## config.mk

```make
export PLATFORM = sky130hd
export DESIGN_NAME = wip_read_port
export DESIGN_NICKNAME = d
export VERILOG_FILES = /design/src/rtl/wip_rd_pkg.sv /design/src/rtl/wip_rd_ctrl.sv /design/src/rtl/wip_toggle.sv /design/src/rtl/wip_status_mux.sv /design/src/rtl/wip_read_port.sv
export SDC_FILE = /design/constraint.sdc
export NUM_CORES = 1
export LEC_CHECK = 0
export BUFFER_PORTS_ARGS = -buffer_cell sky130_fd_sc_hd__buf_2
export CAP_MARGIN = 30
export CORE_AREA = 5 5 44 46
export CTS_BUF_LIST = sky130_fd_sc_hd__clkbuf_16
export CTS_CLUSTER_SIZE = 12
export DETAILED_ROUTE_END_ITERATION = 10
export DIE_AREA = 0 0 49 51
export PLACE_DENSITY = 0.78
export SLEW_MARGIN = 25
export SYNTH_ARGS = -nofsm -noshare
export SYNTH_HDL_FRONTEND = slang
export SYNTH_SLANG_ARGS = --single-unit
```

## constraint.sdc

```tcl
create_clock -name clk -period 1.45 [get_ports clk]
set_input_delay 0 -clock clk [delete_from_list [all_inputs] [get_ports clk]]
set_output_delay 0 -clock clk [all_outputs]
set_load 0.01 [all_outputs]
```

## src/rtl/wip_rd_pkg.sv

```systemverilog
package wip_rd_pkg;

   typedef struct packed {
      logic ce_n;
      logic oe_n;
      logic we_n;
   } strobe_t;

endpackage

```

## src/rtl/wip_rd_ctrl.sv

```systemverilog
module wip_rd_ctrl
   import wip_rd_pkg::*;
#(
   parameter int ACC_CYC = 3
) (
   input  logic    clk,
   input  logic    rst_n,
   input  strobe_t stb,
   output logic    rd_req,
   output logic    rd_start,
   output logic    drive
);
   localparam int CW = $clog2(ACC_CYC + 1);
   localparam logic [CW-1:0] CNT_MAX = CW'(ACC_CYC);

   if (ACC_CYC < 1) begin : g_bad_acc
      $error("ACC_CYC must be at least 1");
   end

   logic          rd_q;
   logic [CW-1:0] cnt;

   assign rd_req   = !stb.ce_n && !stb.oe_n && stb.we_n;
   assign rd_start = rd_req && !rd_q;

   always_ff @(posedge clk) begin
      if (!rst_n) begin
         rd_q <= 1'b0;
         cnt  <= '0;
      end else begin
         rd_q <= rd_req;
         if (!rd_req)
            cnt <= '0;
         else if (cnt != CNT_MAX)
            cnt <= cnt + 1'b1;
      end
   end

   assign drive = rd_req && (cnt == CNT_MAX);

   // no data in the cycle a read begins
   a_r3_no_early: assert property (@(posedge clk) disable iff (!rst_n)
      rd_start |-> !drive);

   // once driving, stays driving while the request holds
   a_r3_hold: assert property (@(posedge clk) disable iff (!rst_n)
      drive |=> (!rd_req || drive));

endmodule

```

## src/rtl/wip_toggle.sv

```systemverilog
module wip_toggle (
   input  logic clk,
   input  logic rst_n,
   input  logic rd_start,
   input  logic busy,
   output logic tgl
);
   always_ff @(posedge clk) begin
      if (!rst_n)
         tgl <= 1'b0;
      else if (rd_start && busy)
         tgl <= !tgl;
   end

   // a busy read start flips the state
   a_r6_flip: assert property (@(posedge clk) disable iff (!rst_n)
      (rd_start && busy) |=> (tgl != $past(tgl)));

   // no other event changes it
   a_r7_hold: assert property (@(posedge clk) disable iff (!rst_n)
      !(rd_start && busy) |=> $stable(tgl));

endmodule

```

## src/rtl/wip_status_mux.sv

```systemverilog
module wip_status_mux #(
   parameter int DW       = 8,
   parameter int AW       = 13,
   parameter int POLL_BIT = DW - 1,
   parameter int TGL_BIT  = DW - 2
) (
   input  logic [AW-1:0] addr,
   input  logic [AW-1:0] last_addr,
   input  logic [DW-1:0] last_data,
   input  logic [DW-1:0] arr,
   input  logic          busy,
   input  logic          tgl,
   input  logic          drive,
   output logic [DW-1:0] dout
);
   logic          hit;
   logic [DW-1:0] st;

   assign hit = (addr == last_addr);

   for (genvar i = 0; i < DW; i++) begin : g_bit
      if (i == POLL_BIT) begin : g_poll
         assign st[i] = hit ? !last_data[i] : arr[i];
      end else if (i == TGL_BIT) begin : g_tgl
         assign st[i] = tgl;
      end else begin : g_pass
         assign st[i] = arr[i];
      end
   end

   always_comb begin
      if (!drive)
         dout = '0;
      else if (busy)
         dout = st;
      else
         dout = arr;
   end

endmodule

```

## src/rtl/wip_read_port.sv

```systemverilog
module wip_read_port
   import wip_rd_pkg::*;
#(
   parameter int DW      = 8,
   parameter int AW      = 13,
   parameter int ACC_CYC = 3
) (
   input  logic          clk,
   input  logic          rst_n,
   input  logic          ce_n,
   input  logic          oe_n,
   input  logic          we_n,
   input  logic [AW-1:0] addr,
   input  logic [DW-1:0] array_rdata,
   input  logic          busy,
   input  logic [AW-1:0] last_addr,
   input  logic [DW-1:0] last_data,
   output logic [DW-1:0] bus_dout,
   output logic          bus_oe
);
   localparam int POLL_BIT = DW - 1;
   localparam int TGL_BIT  = DW - 2;

   if (DW < 2) begin : g_bad_dw
      $error("DW must be at least 2");
   end
   if (AW < 1) begin : g_bad_aw
      $error("AW must be at least 1");
   end

   strobe_t stb;
   logic    rd_req, rd_start, drive, tgl;

   assign stb = '{ce_n: ce_n, oe_n: oe_n, we_n: we_n};

   wip_rd_ctrl #(.ACC_CYC(ACC_CYC)) u_ctrl (
      .clk      (clk),
      .rst_n    (rst_n),
      .stb      (stb),
      .rd_req   (rd_req),
      .rd_start (rd_start),
      .drive    (drive)
   );

   wip_toggle u_tgl (
      .clk      (clk),
      .rst_n    (rst_n),
      .rd_start (rd_start),
      .busy     (busy),
      .tgl      (tgl)
   );

   wip_status_mux #(
      .DW(DW), .AW(AW), .POLL_BIT(POLL_BIT), .TGL_BIT(TGL_BIT)
   ) u_mux (
      .addr      (addr),
      .last_addr (last_addr),
      .last_data (last_data),
      .arr       (array_rdata),
      .busy      (busy),
      .tgl       (tgl),
      .drive     (drive),
      .dout      (bus_dout)
   );

   assign bus_oe = drive;

   // strobes inactive means a released, zero bus
   a_r2_float: assert property (@(posedge clk) disable iff (!rst_n)
      (ce_n || oe_n || !we_n) |-> (!bus_oe && bus_dout == '0));

   // idle reads pass array data
   a_r4_true: assert property (@(posedge clk) disable iff (!rst_n)
      (bus_oe && !busy) |-> (bus_dout == array_rdata));

   // polling bit on the last written location
   a_r5_poll: assert property (@(posedge clk) disable iff (!rst_n)
      (bus_oe && busy && addr == last_addr) |->
         (bus_dout[POLL_BIT] == !last_data[POLL_BIT]));

   // low bits carry array data while busy
   a_r8_low: assert property (@(posedge clk) disable iff (!rst_n)
      (bus_oe && busy) |->
         (bus_dout[TGL_BIT-1:0] == array_rdata[TGL_BIT-1:0]));

endmodule

```

# Word level (Yosys, flattened, before mapping)
# Cells that the tools add are included.
# word_totals
regBits	4
input_bits	48
out_inout_bits	9
word_cells	21
# op_classes
n_addsub	1
eq_ne	3
muxes	3
n_reduce_logical	11
# op_table
cell	count
$mux 8	2
$eq 13x13->1	1
$logic_and 1x1->1	5
$logic_not 1->1	5
$add 2x1->2 const B	1
$eq 2x2->1 const B	1
$ne 2x2->1 const B	1
$reduce_and 2->1	1
$mux 1	1

# Logic depth before layout (Yosys ltp)
# logic_depth
depth_word	5
depth_mapped	5
ltp_nobuf	4

# Modules after synthesis
# A second synthesis with hierarchy kept.
# hier_totals
hier_cells	47
hier_area_um2	405.4
# modules_own_cells
mod	n_inst	cells_each	area_per_inst_um2	seq_area_each_um2
wip_status_mux	1	29	222.7	0.0
wip_rd_ctrl	1	13	138.9	60.1
wip_toggle	1	5	43.8	20.0

# Worst setup path after synthesis
# OpenSTA, ideal clock, no wires.
# synth_path
kind	flip-flop to output port
from	register u_ctrl.cnt[0]
to	output bus_dout[7]
t_arrival_ps	1202
required_ps	1450
setup_slack_ps	248
stages_incl_launch_ff	6
path_buffers	1
cell_sequence	dfxtp_1 > ha_1 > clkbuf_1 > and2_2 > nand2b_1 > mux2i_1
# synth_between
elab_chain_len	3
# synth_rtl
item	line	rtl
from (decl)	wip_rd_ctrl.sv:21	logic [CW-1:0] cnt;
from (signal assigned)	wip_rd_ctrl.sv:35	cnt <= cnt + 1'b1;
$eq 2x2->1	wip_rd_ctrl.sv:39	assign drive = rd_req && (cnt == CNT_MAX);
$logic_and 1x1->1	wip_rd_ctrl.sv:39	
net bus_oe	wip_read_port.sv:19	output logic bus_oe
$mux 8	wip_status_mux.sv:32	if (!drive)
to (decl)	wip_read_port.sv:18	output logic [DW-1:0] bus_dout,
# The timed path passes the listed nets, and every way through them passes these cells.

# Worst setup path after layout
# layout_path
from	register u_ctrl.cnt[1]
to	output bus_dout[7]
# layout_between
elab_chain_len	3
# layout_rtl
item	line
$eq 2x2->1	wip_rd_ctrl.sv:39
$logic_and 1x1->1	wip_rd_ctrl.sv:39
$mux 8	wip_status_mux.sv:32
# No other way between the ends.

==> results.ini <==
[placed_design]
place.gp.congestion=0.714
detailed_place_hpwl_mm=1.22
portBuffers=49
placed_cells=110

[sta]
tightestPinTransition_ns=0.313
skew_ns=0.0000539
maxSlewViolCount=0
max-slew-margin-rel=0.791
rsz0062_at_grt=false
fin_crit_sh=0.876
fin_setup_tns_ns=0
setup-violations-final=0
clock.fmax_mhz=787
hold_violations=0
fin_crit_ns=1.27

[critical_path]
path_cells=ha_4 -> and2_2 -> nand2b_1 -> mux2i_1 -> buf_2
cpMaxStageDelayCell=dfxtp_2
cpPeakStageDelay_ns=0.34
path_max_fanout=4
crit_path_start_kind=flop
crit_type=reg -> out
worstPathRequired_ns=1.45
crit_path_end_kind=output pin
arrival_ns=1.27

[die]
fp-row-count=14
core_um2=1470
die_x_um=49
die_area_um2=2500
die_h_um=51
io_pins=57
initial_utilization=0.273

[clock_network]
path_clk_slew_ns=0.03
clk_latency_ns=0.23
cts_root_buf=clkbuf_16
clockBufferDepth=2
cts.sinks=4
numCtsBuffers=3
cts_tree=yes
cts.htree.levels=1

[status]
status=completed

[global_route]
overflow=0
grt_util_all_layers=0.117
grt_start_max_net_pins=10
antenna_found_initial=0
grt_pass1_wl_mm=2.18
grt_pass1_vias=544

[cells_and_area]
final_nets=150
fillCellCount=138
syn2layout_area_growth_pct=91.9
drive_above_1_share=0.596
final_cells=115
diodes=0

[power]
p_comb_frac=0.173
irDropWorstVdd_mv=0.540
p_sw_frac=0.188
switching_power_mw=0.125
seq_power_share=0.174
intPower_mw=0.539
p_leak_nw=0.413
total_power_mw=0.664
power.density_nw_per_um2=861
clkPwrFrac=0.653

[yosys]
synth.area.top_cells=xnor2_1 (31%), dfxtp_1 (20%), and3_1 (9.3%)
synth_ff_type=dfxtp_1
yosysWarnings=0
synth_cell_types=18
synth_most_common_cell=xnor2_1
ys_ff_latch=4
yosys-top-cells-count=xnor2_1 (14), and3_1 (6), dfxtp_1 (4)
syn_avg_cell_area_um2=8.73
synth_edf_count=0
synthesis.area_um2=402
async_reset_ff_frac=0
synth_top_cell_by_area=xnor2_1
synthCells=46
synth_seq_area_share=0.199
synth_nets=95
synth.top_cell.area_share=0.305

[route]
route.vias.total=502
drt-initial-drc-count=4
drc=0
ant_nets=0
wire_per_inst_um=12.3
drt_first_pass_iters=4
viasPerCell=4.37
wirelength_mm=1.42

[min_path]
worstHoldPathType=in -> reg

[flow_run]
drv_cap=0

[registers in the layout, indices dropped and copies added (netlist names)]
name	cells
u_tgl.tgl	1
u_ctrl.rd_q	1
u_ctrl.cnt	2
[kinds of logic (layout without fill, tap and decap cells)]
logic type | after synthesis | in the layout | share of synthesized area
adder cells (fa/ha/maj) | 1 | 1 | 0.0311
multiplexers | 3 | 3 | 0.0748
AND/OR/NAND/NOR | 21 | 21 | 0.349
buffers and inverters | 2 | 55 | 0.0187
flip-flops | 4 | 4 | 0.199
XOR/XNOR | 15 | 15 | 0.327
[worst paths after layout]
| check | start | to | slack, ns | cells after the start |
|---|---|---|---|---|
| worst max-delay path | u_ctrl.cnt[1] | bus_dout[7] | 0.18 | 5 |
| worst max register to register | u_ctrl.cnt[1] | u_ctrl.cnt[1] | 0.49 | 4 |
| worst min register to register | u_ctrl.cnt[0] | u_ctrl.cnt[0] | 0.52 | 2 |
| worst min-delay path | ce_n | u_ctrl.rd_q | 0.13 | 4 |
[power groups by stage]
| stage | combinational (mW) | clock (mW) | sequential, mW |
|---|---|---|---|
| final | 0.115 | 0.434 | 0.115 |
| after global routing | 0.128 | 0.448 | 0.116 |
| after CTS | 0.115 | 0.443 | 0.115 |
| after detailed placement | 0.113 | 0 | 0.116 |
| after global placement | 0.108 | 0 | 0.116 |
| after floorplan | 0.0470 | 0 | 0.116 |
[per-layer routing]
metal | global-route usage | part of all wire
met1 | 0.0825 | 0.28
met4 | 0.0807 | 0.029
met3 | 0.0581 | 0.062
met2 | 0.235 | 0.63
met5 | 0 | 0
[cell usage in the layout (no fill, tap or decap), drive strengths merged, types with 2 or more instances in the layout]
master and count:
and2 2, and3 6, buf 50, clkbuf 3, dfxtp 4, mux2i 3, nand2 3, nand4 3
nor2 2, xnor2 14
[critical path: cells and delay by family, from the launching register on]
| family | cells | cell delay, ns |
|---|---|---|
| adder cells (fa/ha/maj) | 1 | 0.15 |
| flip-flops | 1 | 0.34 |
| multiplexers | 1 | 0.17 |
| buffers and inverters | 1 | 0.16 |
| AND/OR/NAND/NOR | 2 | 0.22 |
[area by class of cell]
class	count	area (um^2)	share of cell area
multi-input combinational	40	327	0.424
timing repair buffer	51	263	0.341
tap	16	20.0	0.0260
clock buffer	3	75.1	0.0974
inverter	1	3.75	0.00487
sequential	4	82.6	0.107
[through the flow]
stage               instance area (um^2)  hold WS (ns)  setup slack (ns)  utilization
floorplan                            402         0.122             0.248            -
detailed placement                   663         0.229             0.193        0.451
global placement                     663         0.227             0.299        0.451
global route                         771         0.186            0.0317        0.524
CTS                                  751         0.131            0.0215        0.510
finish                               771         0.133             0.179        0.524
[timing repair]
action / 4_1_cts / 5_1_grt
pin swaps: 0 / 1
hold buffers: 1 / 0
setup endpoints to repair: 1 / 1
gates resized for setup: 1 / 3
setup buffers: 0 / 1
hold endpoints to repair: 1 / 0
Power figures use the tool's default switching activity.
